## config.mk

```make
export PLATFORM = sky130hd
export DESIGN_NAME = steered_rep_bank
export DESIGN_NICKNAME = d
export VERILOG_FILES = /design/src/rtl/srb_pkg.sv /design/src/rtl/srb_selector.sv /design/src/rtl/srb_target.sv /design/src/rtl/srb_storage.sv /design/src/rtl/steered_rep_bank.sv
export SDC_FILE = /design/constraint.sdc
export NUM_CORES = 1
export LEC_CHECK = 0
export BUFFER_PORTS_ARGS = -buffer_cell sky130_fd_sc_hd__buf_2
export CAP_MARGIN = 20
export CORE_MARGIN = 1.5
export CORE_UTILIZATION = 25
export DETAILED_ROUTE_END_ITERATION = 8
export PLACE_DENSITY = 0.41
export SLEW_MARGIN = 20
export SYNTH_ARGS = -nofsm -noshare
export SYNTH_HDL_FRONTEND = slang
export SYNTH_SLANG_ARGS = --single-unit
export TNS_END_PERCENT = 1
```

## constraint.sdc

```tcl
create_clock -name clk -period 2 [get_ports clk]
set_input_delay 0.2 -clock clk [delete_from_list [all_inputs] [get_ports clk]]
set_output_delay 0.2 -clock clk [all_outputs]
set_load 0.01 [all_outputs]
```

## src/rtl/srb_pkg.sv

```systemverilog
package srb_pkg;
    localparam int BUS_W = 32;
    localparam int FLD_W = 8;

    typedef struct packed {
        logic             bcast;
        logic [FLD_W-1:0] grp;
        logic [FLD_W-1:0] inst;
    } steer_t;

    localparam steer_t STEER_RST = '{bcast: 1'b1, grp: '0, inst: '0};

    function automatic logic [BUS_W-1:0] steer_to_word(steer_t s);
        return {s.bcast, 15'b0, s.grp, s.inst};
    endfunction

    function automatic steer_t word_to_steer(logic [BUS_W-1:0] w);
        steer_t s;
        s.bcast = w[31];
        s.grp   = w[15:8];
        s.inst  = w[7:0];
        return s;
    endfunction
endpackage

```

## src/rtl/srb_selector.sv

```systemverilog
module srb_selector
    import srb_pkg::*;
(
    input  logic             clk,
    input  logic             rst_n,
    input  logic             load,
    input  logic [BUS_W-1:0] wdata,
    output steer_t           sel
);
    always_ff @(posedge clk) begin
        if (!rst_n)
            sel <= STEER_RST;
        else if (load)
            sel <= word_to_steer(wdata);
    end


    sel_hold_chk: assert property (@(posedge clk) disable iff (!rst_n)
        !load |=> $stable(sel));
endmodule

```

## src/rtl/srb_target.sv

```systemverilog
module srb_target
    import srb_pkg::*;
#(
    parameter int GROUPS = 2,
    parameter int INSTS  = 4,
    localparam int NCOPY = GROUPS * INSTS,
    localparam int IDX_W = (NCOPY > 1) ? $clog2(NCOPY) : 1
)(
    input  steer_t           sel,
    input  logic [NCOPY-1:0] fuse_mask,
    input  logic [NCOPY-1:0] gate_mask,
    output logic [IDX_W-1:0] tgt_idx,
    output logic             tgt_live,
    output logic [NCOPY-1:0] live_vec
);
    logic        in_grid;
    logic [31:0] flat;

    always_comb begin
        live_vec = ~(fuse_mask | gate_mask);
        in_grid  = (32'(sel.grp) < 32'(GROUPS)) && (32'(sel.inst) < 32'(INSTS));
        flat     = 32'(sel.grp) * 32'(INSTS) + 32'(sel.inst);
        tgt_idx  = in_grid ? flat[IDX_W-1:0] : '0;
        tgt_live = in_grid && live_vec[tgt_idx];
    end
endmodule

```

## src/rtl/srb_storage.sv

```systemverilog
module srb_storage
    import srb_pkg::*;
#(
    parameter int NCOPY = 8,
    localparam int IDX_W = (NCOPY > 1) ? $clog2(NCOPY) : 1
)(
    input  logic                        clk,
    input  logic                        rst_n,
    input  logic                        wr_en,
    input  logic                        bcast,
    input  logic [IDX_W-1:0]            tgt_idx,
    input  logic                        tgt_live,
    input  logic [NCOPY-1:0]            live_vec,
    input  logic [BUS_W-1:0]            wdata,
    output logic [NCOPY-1:0][BUS_W-1:0] copy_q
);
    for (genvar k = 0; k < NCOPY; k++) begin : g_copy
        logic hit;
        assign hit = wr_en && (bcast ? live_vec[k]
                                     : (tgt_live && (tgt_idx == IDX_W'(k))));

        always_ff @(posedge clk) begin
            if (!rst_n)
                copy_q[k] <= '0;
            else if (hit)
                copy_q[k] <= wdata;
        end


        dead_hold_chk: assert property (@(posedge clk) disable iff (!rst_n)
            (wr_en && !live_vec[k]) |=> $stable(copy_q[k]));


        bcast_load_chk: assert property (@(posedge clk) disable iff (!rst_n)
            (wr_en && bcast && live_vec[k]) |=> (copy_q[k] == $past(wdata)));
    end
endmodule

```

## src/rtl/steered_rep_bank.sv

```systemverilog
module steered_rep_bank
    import srb_pkg::*;
#(
    parameter int              GROUPS  = 2,
    parameter int              INSTS   = 4,
    parameter int              ADDR_W  = 8,
    parameter logic [ADDR_W-1:0] SEL_OFF = 8'h00,
    parameter logic [ADDR_W-1:0] REP_OFF = 8'h04,
    localparam int NCOPY = GROUPS * INSTS,
    localparam int IDX_W = (NCOPY > 1) ? $clog2(NCOPY) : 1
)(
    input  logic              clk,
    input  logic              rst_n,
    input  logic [ADDR_W-1:0] bus_addr,
    input  logic              bus_wr,
    input  logic              bus_rd,
    input  logic [BUS_W-1:0]  bus_wdata,
    output logic [BUS_W-1:0]  bus_rdata,
    input  logic [NCOPY-1:0]  fuse_mask,
    input  logic [NCOPY-1:0]  gate_mask
);
    steer_t                       sel;
    logic [IDX_W-1:0]             tgt_idx;
    logic                         tgt_live;
    logic [NCOPY-1:0]             live_vec;
    logic [NCOPY-1:0][BUS_W-1:0]  copy_q;
    logic                         hit_sel, hit_rep;
    logic [BUS_W-1:0]             rd_next;

    assign hit_sel = (bus_addr == SEL_OFF);
    assign hit_rep = (bus_addr == REP_OFF);

    srb_selector u_sel (
        .clk   (clk),
        .rst_n (rst_n),
        .load  (bus_wr && hit_sel),
        .wdata (bus_wdata),
        .sel   (sel)
    );

    srb_target #(.GROUPS(GROUPS), .INSTS(INSTS)) u_tgt (
        .sel       (sel),
        .fuse_mask (fuse_mask),
        .gate_mask (gate_mask),
        .tgt_idx   (tgt_idx),
        .tgt_live  (tgt_live),
        .live_vec  (live_vec)
    );

    srb_storage #(.NCOPY(NCOPY)) u_store (
        .clk      (clk),
        .rst_n    (rst_n),
        .wr_en    (bus_wr && hit_rep),
        .bcast    (sel.bcast),
        .tgt_idx  (tgt_idx),
        .tgt_live (tgt_live),
        .live_vec (live_vec),
        .wdata    (bus_wdata),
        .copy_q   (copy_q)
    );

    always_comb begin
        rd_next = '0;
        if (hit_sel)
            rd_next = steer_to_word(sel);
        else if (hit_rep && tgt_live)
            rd_next = copy_q[tgt_idx];
    end

    always_ff @(posedge clk) begin
        if (!rst_n)
            bus_rdata <= '0;
        else if (bus_rd)
            bus_rdata <= rd_next;
    end


    dead_read_zero_chk: assert property (@(posedge clk) disable iff (!rst_n)
        (bus_rd && hit_rep && !tgt_live) |=> (bus_rdata == '0));


    other_read_zero_chk: assert property (@(posedge clk) disable iff (!rst_n)
        (bus_rd && !hit_rep && !hit_sel) |=> (bus_rdata == '0));


    sel_read_old_chk: assert property (@(posedge clk) disable iff (!rst_n)
        (bus_rd && hit_sel) |=> (bus_rdata == steer_to_word($past(sel))));
endmodule

```

# --- After elaboration in Yosys (flattened, before gate mapping) ---
# Index checks and enable logic that the tools add are counted.
totals:
  register_bits: 305
  input_bits: 60
  word_cells: 64
classes:
  eq_ne: 8
  addsub: 1
  n_reduce_logical: 23
  mux: 15
  bitwise_logic: 2
  magnitude_cmp: 3
ops:
  columns: ["operator", "n"]
  rows:
  - ["binary-select mux 32 bit (select 3 bit)", 1]
  - ["2-to-1 mux 32 bit", 3]
  - ["logical AND 1 bit", 21]
  - ["== test 3 bit (second input constant)", 4]
  - ["2-to-1 mux 1 bit", 9]
  - ["== test 8 x 3 -> 1 bit (second input constant)", 1]
  - ["zero test 8 bit", 1]
  - ["less-than comparator 8 x 2 -> 1 bit (second input constant)", 1]
  - ["less-than comparator 8 x 3 -> 1 bit (second input constant)", 1]
  - ["NOT 8 bit", 1]
  - ["OR 8 bit", 1]
  - ["== test 3 x 2 -> 1 bit (second input constant)", 2]
  - ["less-than comparator 3 x 4 -> 1 bit (second input constant)", 1]
  - ["adder 3 bit", 1]
  - ["binary-select mux 1 bit (select 3 bit)", 1]
  - ["== test 3 x 1 -> 1 bit (second input constant)", 1]
  - ["zero test 3 bit", 1]
  - ["2-to-1 mux 3 bit", 1]

# --- Depth between registers and ports, before layout ---
# Gate-level depths: netlist of run 1.
depth:
  ltp_word: 9
  depth_mapped: 9
  mapped_depth_nobuf: 6

# --- Hierarchy ---
# From an unflattened synthesis of run 1, not the netlist that was laid out.
hier_totals:
  cells_unflattened: 1288
  area_unflattened_um2: 13455.4
modules_own_cells:
  columns: ["mod", "area_per_inst_um2", "cells_per_inst", "instances", "seq_area_each_um2"]
  rows:
  - ["srb_storage", 9447.8, 873, 1, 5124.9]
  - ["steered_rep_bank", 3206.8, 335, 1, 640.6]
  - ["srb_selector", 649.4, 54, 1, 340.3]
  - ["srb_target", 151.4, 26, 1, 0.0]

# --- Worst setup path after synthesis of run 1 ---
# OpenSTA, ideal clock, no wires.
synth_path:
  kind: "register -> register"
  from: "reg u_sel.sel[6] (netlist name)"
  to: "reg u_store.copy_q[63] (netlist name)"
  setup_slack_ps: 17
  setup_ps: 128
  n_path_buf: 2
  stages_incl_launch_ff: 9
  t_required_ps: 1872
  arrival_time_ps: 1855
  path_cell_list: "dfxtp_1 > nor4_4 > nand4_1 > buf_2 > o31ai_2 > nand3_2 > clkbuf_1 > nand3_1 > o21ai_1"
synth_via:
  elab_chain_cells: 9
  elab_cells_between_ends: 10
  classes_between: "order compare: 1; eq/ne: 1; mux: 4; reduce/logical: 4"
synth_rtl:
  columns: ["item", "line", "text"]
  rows:
  - ["less-than comparator 8 x 3 -> 1 bit (*)", "srb_target.sv:21", "in_grid = (32'(sel.grp) < 32'(GROUPS)) && (32'(sel.inst) < 32'(INSTS));"]
  - ["logical AND 1 bit (*)", "srb_target.sv:21", null]
  - ["2-to-1 mux 3 bit", "srb_target.sv:23", "tgt_idx = in_grid ? flat[IDX_W-1:0] : '0;"]
  - ["binary-select mux 1 bit (select 3 bit)", "srb_target.sv:24", "tgt_live = in_grid && live_vec[tgt_idx];"]
  - ["2-to-1 mux 1 bit (not written as such)", "srb_target.sv:24", null]
  - ["logical AND 1 bit", "srb_target.sv:24", null]
  - ["logical AND 1 bit (*)", "srb_storage.sv:20", ": (tgt_live && (tgt_idx == IDX_W'(k))));"]
  - ["2-to-1 mux 1 bit (*)", "srb_storage.sv:19", "assign hit = wr_en && (bcast ? live_vec[k]"]
  - ["logical AND 1 bit (*)", "srb_storage.sv:19", null]
  - ["to (signal, indexed assignment)", "srb_storage.sv:26", "copy_q[k] <= wdata;"]
  - ["to (decl)", "srb_storage.sv:15", "output logic [NCOPY-1:0][BUS_W-1:0] copy_q"]
# Mark *: on every way between the ends. The rest lies on a longest branch, timed or not. The select of a mux whose other input is x is not followed.
# A chain may end at the register's enable or synchronous reset.

# --- Worst setup path after layout of run 1 ---
layout_path:
  from: "reg u_sel.sel[10] (netlist name)"
  to: "reg u_store.copy_q[88] (netlist name)"
layout_via:
  elab_chain_cells: 9
  elab_cells_between_ends: 10
  classes_between: "order compare: 1; eq/ne: 1; mux: 4; reduce/logical: 4"
layout_rtl:
  columns: ["item", "line"]
  rows:
  - ["less-than comparator 8 x 2 -> 1 bit (*)", "srb_target.sv:21"]
  - ["logical AND 1 bit (*)", "srb_target.sv:21"]
  - ["2-to-1 mux 3 bit", "srb_target.sv:23"]
  - ["binary-select mux 1 bit (select 3 bit)", "srb_target.sv:24"]
  - ["2-to-1 mux 1 bit (not written as such)", "srb_target.sv:24"]
  - ["logical AND 1 bit", "srb_target.sv:24"]
  - ["logical AND 1 bit (*)", "srb_storage.sv:20"]
  - ["2-to-1 mux 1 bit (*)", "srb_storage.sv:19"]
  - ["logical AND 1 bit (*)", "srb_storage.sv:19"]
# Marked as above.

==> results by group, run 1 <==
CTS
  – TritonCTS buffer count: 36
  – CTS tree: built
  – CTS max path bufs: 3
  – Root Driver: clkbuf_16
  – Clk_lat worst skew: 530 ps
  – # H-tree levels: 2
  – Clock Pin Slew Worst Setup and Hold Paths: 60 ps
  – Clock sinks: 305

Yosys
  – Register area share after synthesis: 0.445
  – Post-synth net total: 1613
  – Mapped cell area: 13700 um^2
  – Count of different cell masters after synthesis: 54
  – Syn_area_per_cell: 8.84 um^2
  – Ys flop type: dfxtp_1
  – Number of synthesized flops with an enable pin: 0
  – Post-Syn Instances: 1553
  – Yosys reg bits: 305
  – Asr flop ratio synth: 0
  – Synth warn: 0

Floorplan
  – Die Wd: 237 um
  – Cell row count: 85
  – Die area: 56300 um^2
  – Starting Density: 0.254
  – I/O Pins: 92
  – Core area: 54000 um^2
  – Die Span Y: 237 um

Final layout
  – Fillcell total: 5609
  – Area growth from synthesis to layout: 31.6%
  – Utilization after layout: 0.335
  – Nets: 1790
  – Most frequent cells in the layout: dfxtp_1 (300), nand2_1 (224), nand3_1 (143), buf_4 (117), mux2i_1 (114)
  – Multi-input gate area: 7260 um^2
  – ANT cells: 0
  – Post-Layout Cell Count: 2452
  – Reg area: 6110 um^2
  – Share of cells above drive strength 1: 0.235
  – Most common cell after layout, fill and taps aside: dfxtp_1

Timing
  – Slew Limit Headroom: 0.624
  – Hold Fails Final Rpt: 0
  – Min Tclk post-route: 2150 ps
  – Final WS setup: -155 ps
  – Skew final: 16.3 ps
  – Fin Setup TNS: -18170 ps
  – Minimum hold slack: 12.7 ps
  – Setup Viol. Count Final: 262
  – Ratio of final minimum period to clock period: 1.08
  – RSZ-0062 raised after global routing: yes
  – Fmax: 464 MHz
  – Final Max Slew Viols: 0
  – Worst slew pin tran: 563 ps

Place
  – Hpwl dp: 33900 um
  – I/O Buffers: 91
  – GPL Wtd Cong: 0.786
  – Placed Cells: 2350

Min path
  – Hold path cells: 3
  – Worst Hold Endpoint: u_store.copy_q[192]$_SDFFE_PN0P_
  – Hold_sp: bus_wdata[0]
  – Min-delay worst type: in -> reg

Job
  – Total of max-cap violations: 0

Setup path
  – Crit. End Element: flop
  – R2R cell count: 11
  – CP startpoint kind: flop
  – R2R Setup Slk: -150 ps
  – CP required: 2400 ps
  – Crit-path max FO: 20
  – FF-to-FF End: u_store.copy_q[88]$_SDFFE_PN0P_
  – Crit Path Class: reg -> reg
  – CP Data Arrival Time: 2560 ps
  – Worst R2R Start: u_sel.sel[10]$_SDFFE_PN0P_

Global route
  – Gr ovfl total: 0
  – Initial antenna violation count: 0
  – Vias in the first global route: 12104
  – First-pass GRT wire length: 77200 um
  – Total GRT Usage: 0.179
  – Largest net degree at the start of global routing: 55

Drt
  – Number of remaining DRC errors: 0
  – Iteration-0 DRC Markers: 687
  – Post-Route WL: 50500 um
  – Via density: 4.97
  – Vias: 12183
  – DR pass1 iterations: 5
  – WL per Instance: 20.6 um
  – Post-route ant nets: 0

Status
  – Status: finished with violations
  – Failing checks: setup timing

Pwr
  – Pwr Density: 756 nW/um^2
  – Max VDD drop: 477 uV
  – Static leakage: 0.00616 uW
-- per-layer routing --
layer	vias to the layer above	global-route usage	wire length (um)
met3	52	0.0211	1920
met2	235	0.288	22900
met4	0	0.0413	771
met1	5958	0.254	24900
met5	-	0	0
li1	5938	-	-
-- repair_timing --
item                                   4_1_cts  5_1_grt
resized for setup                           71       48
buffers inserted                             4        0
hold buffers                                29        0
endpoints found under the hold margin       65        0
gates cloned                                 5        0
pin swaps                                   52       32
setup endpoints to repair                  283      288
-- flip-flops by register name, summed over array words and instances, names as in the netlist --
register / flops
u_sel.sel: 17
u_store.copy_q: 256
bus_rdata: 32
-- cells in the mapped netlist, types with 2 or more instances --
library cell / number / area share
nand2b_1: 17 / 0.0077
o32ai_1: 7 / 0.0045
mux2_2: 14 / 0.011
nor2b_1: 69 / 0.031
nand3_1: 164 / 0.060
clkbuf_1: 90 / 0.025
o31ai_1: 2 / 0.0011
buf_2: 37 / 0.013
o221ai_2: 8 / 0.0087
nand2_1: 226 / 0.062
nand3_2: 2 / 0.0015
o21ai_1: 51 / 0.019
or3_1: 9 / 0.0041
and3_1: 9 / 0.0041
o221ai_1: 36 / 0.023
buf_6: 8 / 0.0066
o22ai_1: 3 / 0.0014
a211oi_1: 7 / 0.0038
and2_1: 2 / 0.00091
a21oi_1: 46 / 0.017
a31oi_1: 18 / 0.0082
nor3_2: 2 / 0.0015
nand4_1: 3 / 0.0014
o31ai_2: 2 / 0.0018
a311oi_1: 11 / 0.0070
o211ai_1: 7 / 0.0038
buf_1: 10 / 0.0027
nor4_4: 5 / 0.0077
a21boi_1: 44 / 0.024
mux4_2: 7 / 0.011
a21boi_0: 56 / 0.031
nand3b_1: 2 / 0.0011
nor2_1: 21 / 0.0057
a221oi_1: 14 / 0.0089
dfxtp_1: 305 / 0.44
o21ai_0: 105 / 0.038
inv_1: 3 / 0.00082
mux2i_1: 114 / 0.083
buf_4: 2 / 0.0011
-- power by group --
part | switching [uW] | internal (uW) | leakage, uW
clock | 2740 | 4180 | 0.000606
combinational | 386 | 255 | 0.00309
sequential | 14.3 | 6090 | 0.00246
-- cell type report --
type | instances | area share
multi-input combinational | 1098 | 0.402
inverter | 3 | 0.000623
sequential | 305 | 0.338
timing repair buffer | 286 | 0.143
clock inverter | 15 | 0.0108
clock buffer | 49 | 0.0576
tap | 696 | 0.0482
-- stage by stage --
stage | total power, uW | worst slack (ps) | area, um^2
after detailed placement | 6820 | -259 | 16000
after global placement | 6810 | -229 | 16000
after floorplan | 6490 | 17.0 | 13700
final | 13700 | -155 | 18100
after global routing | 14100 | -283 | 18100
after CTS | 13800 | -131 | 17900
-- how the worst max path moves through the flow --
stage,start,end,slack [ps],cells past startpoint
3_5_place_dp,u_sel.sel[5]$_SDFFE_PN0P_,u_store.copy_q[13]$_SDFFE_PN0P_,-260,9
5_1_grt,u_sel.sel[12]$_SDFFE_PN0P_,u_store.copy_q[139]$_SDFFE_PN0P_,-280,9
2_1_floorplan,u_sel.sel[6]$_SDFFE_PN0P_,u_store.copy_q[63]$_SDFFE_PN0P_,20,8
3_3_place_gp,u_sel.sel[5]$_SDFFE_PN0P_,u_store.copy_q[82]$_SDFFE_PN0P_,-230,9
4_1_cts,u_sel.sel[10]$_SDFFE_PN0P_,bus_rdata[0]$_SDFFE_PN0P_,-130,10
6_report,u_sel.sel[10]$_SDFFE_PN0P_,u_store.copy_q[88]$_SDFFE_PN0P_,-150,11
-- critical path: stages (launching register included) --
cell and delay (ps):
dfxtp_2 330, nor4_4 290, buf_4 170, nand4_1 110
buf_6 160, buf_12 150, o31ai_4 220, nand3_2 90
buf_6 160, buf_12 160, nand3_1 80, o21ai_0 90
-- logic make-up (layout without fill, tap and decap cells) --
| kind of cell | count (synthesis) | after routing | synth area share |
|---|---|---|---|
| compound gates | 423 | 423 | 0.206 |
| mux | 135 | 135 | 0.106 |
| xor+xnor | 2 | 2 | 0.00128 |
| flops | 305 | 305 | 0.445 |
| buf+inv | 150 | 353 | 0.0493 |
| simple gates | 538 | 538 | 0.193 |
(Power assumes the default switching activity.)
==> inputs of run 2 (changes only) <==
--- a/config.mk
+++ b/config.mk
@@ -7,6 +7,7 @@
 export LEC_CHECK = 0
 export BUFFER_PORTS_ARGS = -buffer_cell sky130_fd_sc_hd__buf_2
 export CAP_MARGIN = 20
+export CORE_ASPECT_RATIO = 1.1
 export CORE_MARGIN = 1.5
 export CORE_UTILIZATION = 25
 export DETAILED_ROUTE_END_ITERATION = 8
==> results by group, run 2 (synthesis gave the netlist of run 1 again) <==
Status
  – Status: finished with violations
  – Failing checks: setup timing

Final layout
  – Area growth from synthesis to layout: 27.7%
  – ANT cells: 0
  – Nets: 1761
  – Share of cells above drive strength 1: 0.202
  – Most common cell after layout, fill and taps aside: dfxtp_1
  – Largest reg by FF count: u_store.copy_q
  – Utilization after layout: 0.325
  – Biggest regs: u_store.copy_q: 256 flops, bus_rdata: 32 flops, u_sel.sel: 17 flops
  – Largest register FFs: 256
  – Most frequent cells in the layout: dfxtp_1 (301), nand2_1 (225), nand3_1 (158), mux2i_1 (114), o21ai_0 (102)

Global route
  – Largest net degree at the start of global routing: 66
  – Vias in the first global route: 11859
  – Gr ovfl total: 0
  – First-pass GRT wire length: 73600 um
  – Initial antenna violation count: 1
  – Total GRT Usage: 0.172

Floorplan
  – Die Span Y: 249 um
  – Die area: 56300 um^2
  – Core area: 54000 um^2
  – Starting Density: 0.254
  – I/O Pins: 92
  – Die Wd: 226 um
  – Cell row count: 89

Drt
  – Number of remaining DRC errors: 0
  – Post-route ant nets: 0
  – Post-Route WL: 49500 um
  – Via density: 4.91
  – WL per Instance: 20.1 um
  – Iteration-0 DRC Markers: 811
  – Vias: 12061
  – DR pass1 iterations: 5

Timing
  – Final WS setup: -241 ps
  – Setup Viol. Count Final: 269
  – Fin Setup TNS: -29520 ps
  – Skew final: 17.4 ps
  – Minimum hold slack: 24.3 ps
  – Min Tclk post-route: 2240 ps
  – Worst slew pin tran: 679 ps
  – Ratio of final minimum period to clock period: 1.12
  – Final Max Slew Viols: 0
  – Fmax: 446 MHz
  – RSZ-0062 raised after global routing: yes
  – Hold Fails Final Rpt: 0
  – Slew Limit Headroom: 0.545

CTS
  – CTS tree: built
  – Root Driver: clkbuf_16
  – # H-tree levels: 2
  – TritonCTS buffer count: 37
  – Clock sinks: 305
  – CTS max path bufs: 3
  – Clk_lat worst skew: 550 ps
  – Clock Pin Slew Worst Setup and Hold Paths: 60 ps

Setup path
  – Crit Path Class: reg -> reg
  – Slowest cell on the critical path: and4_4
  – Cell mode on critical path: nor4_4
  – Cell Chain, Critical Path: nor4_4 -> and4_4 -> a41oi_2 -> nor4_4 -> buf_12 -> mux2i_1 -> nor2b_1
  – Crit path depth: 7
  – Buffer and inverter count on the worst path: 1
  – R2R Setup Slk: -240 ps
  – CP Data Arrival Time: 2680 ps
  – CP top delay family: simple AND/OR/NAND/NOR gates
  – Crit-path max FO: 26
  – CP max stage delay: 360 ps
  – Critical Path Start: u_sel.sel[5]$_SDFFE_PN0P_
  – Crit. End Element: flop
  – CP required: 2440 ps
  – Worst R2R Start: u_sel.sel[5]$_SDFFE_PN0P_
  – CP startpoint kind: flop
  – R2R cell count: 7

Pwr
  – Max VDD drop: 480 uV
  – Static leakage: 0.00592 uW
  – Pwr Density: 775 nW/um^2
  – Total power: 13600 uW

Place
  – Hpwl dp: 31800 um
  – Pre-CTS WS: -256 ps
  – GPL Wtd Cong: 0.788
  – I/O Buffers: 91

Min path
  – Min-delay worst type: in -> reg
  – Hold path cells: 3
  – Hold_sp: bus_wdata[10]

Job
  – Total of max-cap violations: 0
[run 2: worst paths after layout]
kind | end
worst max-delay path | u_store.copy_q[176]$_SDFFE_PN0P_
worst min register to register | u_store.copy_q[192]$_SDFFE_PN0P_
worst min-delay path | u_store.copy_q[202]$_SDFFE_PN0P_
worst max register to register | u_store.copy_q[176]$_SDFFE_PN0P_
[run 2: worst min-delay path, delay by kind of cell]
kind                   cells  cell delay [ps]
and+or+nand+nor            1               80
AOI/OAI and AO/OA          1               50
buffers and inverters      1              180
[run 2: where the power goes]
group	leakage, uW	total [uW]	internal (uW)	switching [uW]
clock	0.000615	6900	4220	2670
sequential	0.00246	6110	6090	16.1
combinational	0.00284	585	227	359
[run 2: timing repair]
action | 4_1_cts | 5_1_grt
hold endpoints to repair | 82 | 0
gates resized for setup | 24 | 45
setup buffers | 0 | 3
cloned | 0 | 2
hold buffers | 28 | 0
pin swaps | 6 | 45
setup endpoints to repair | 285 | 288
[run 2: area by class of cell]
cell class | count | area (um^2)
Fill cell | 5669 | 36500
Timing Repair Buffer | 256 | 2190
Multi-Input combinational cell | 1098 | 7070
Sequential cell | 305 | 6110
Inverter | 3 | 11.3
Clock inverter | 6 | 83.8
Tap cell | 728 | 911
Clock buffer | 59 | 1160
[run 2: metal layers]
metal  global-route usage  part of all wire  vias up
li1                     -                 -     5872
met3               0.0267             0.039       66
met5                    0           0.00020        -
met4               0.0488             0.021        2
met1                0.239              0.49     5879
met2                0.272              0.45      242
[run 2: metrics by stage]
| step | instances | area, um^2 |
|---|---|---|
| global placement | 2357 | 15800 |
| detailed placement | 2357 | 15800 |
| finish | 2455 | 17500 |
| global route | 2455 | 17500 |
| CTS | 2450 | 17400 |
| floorplan | 1553 | 13700 |
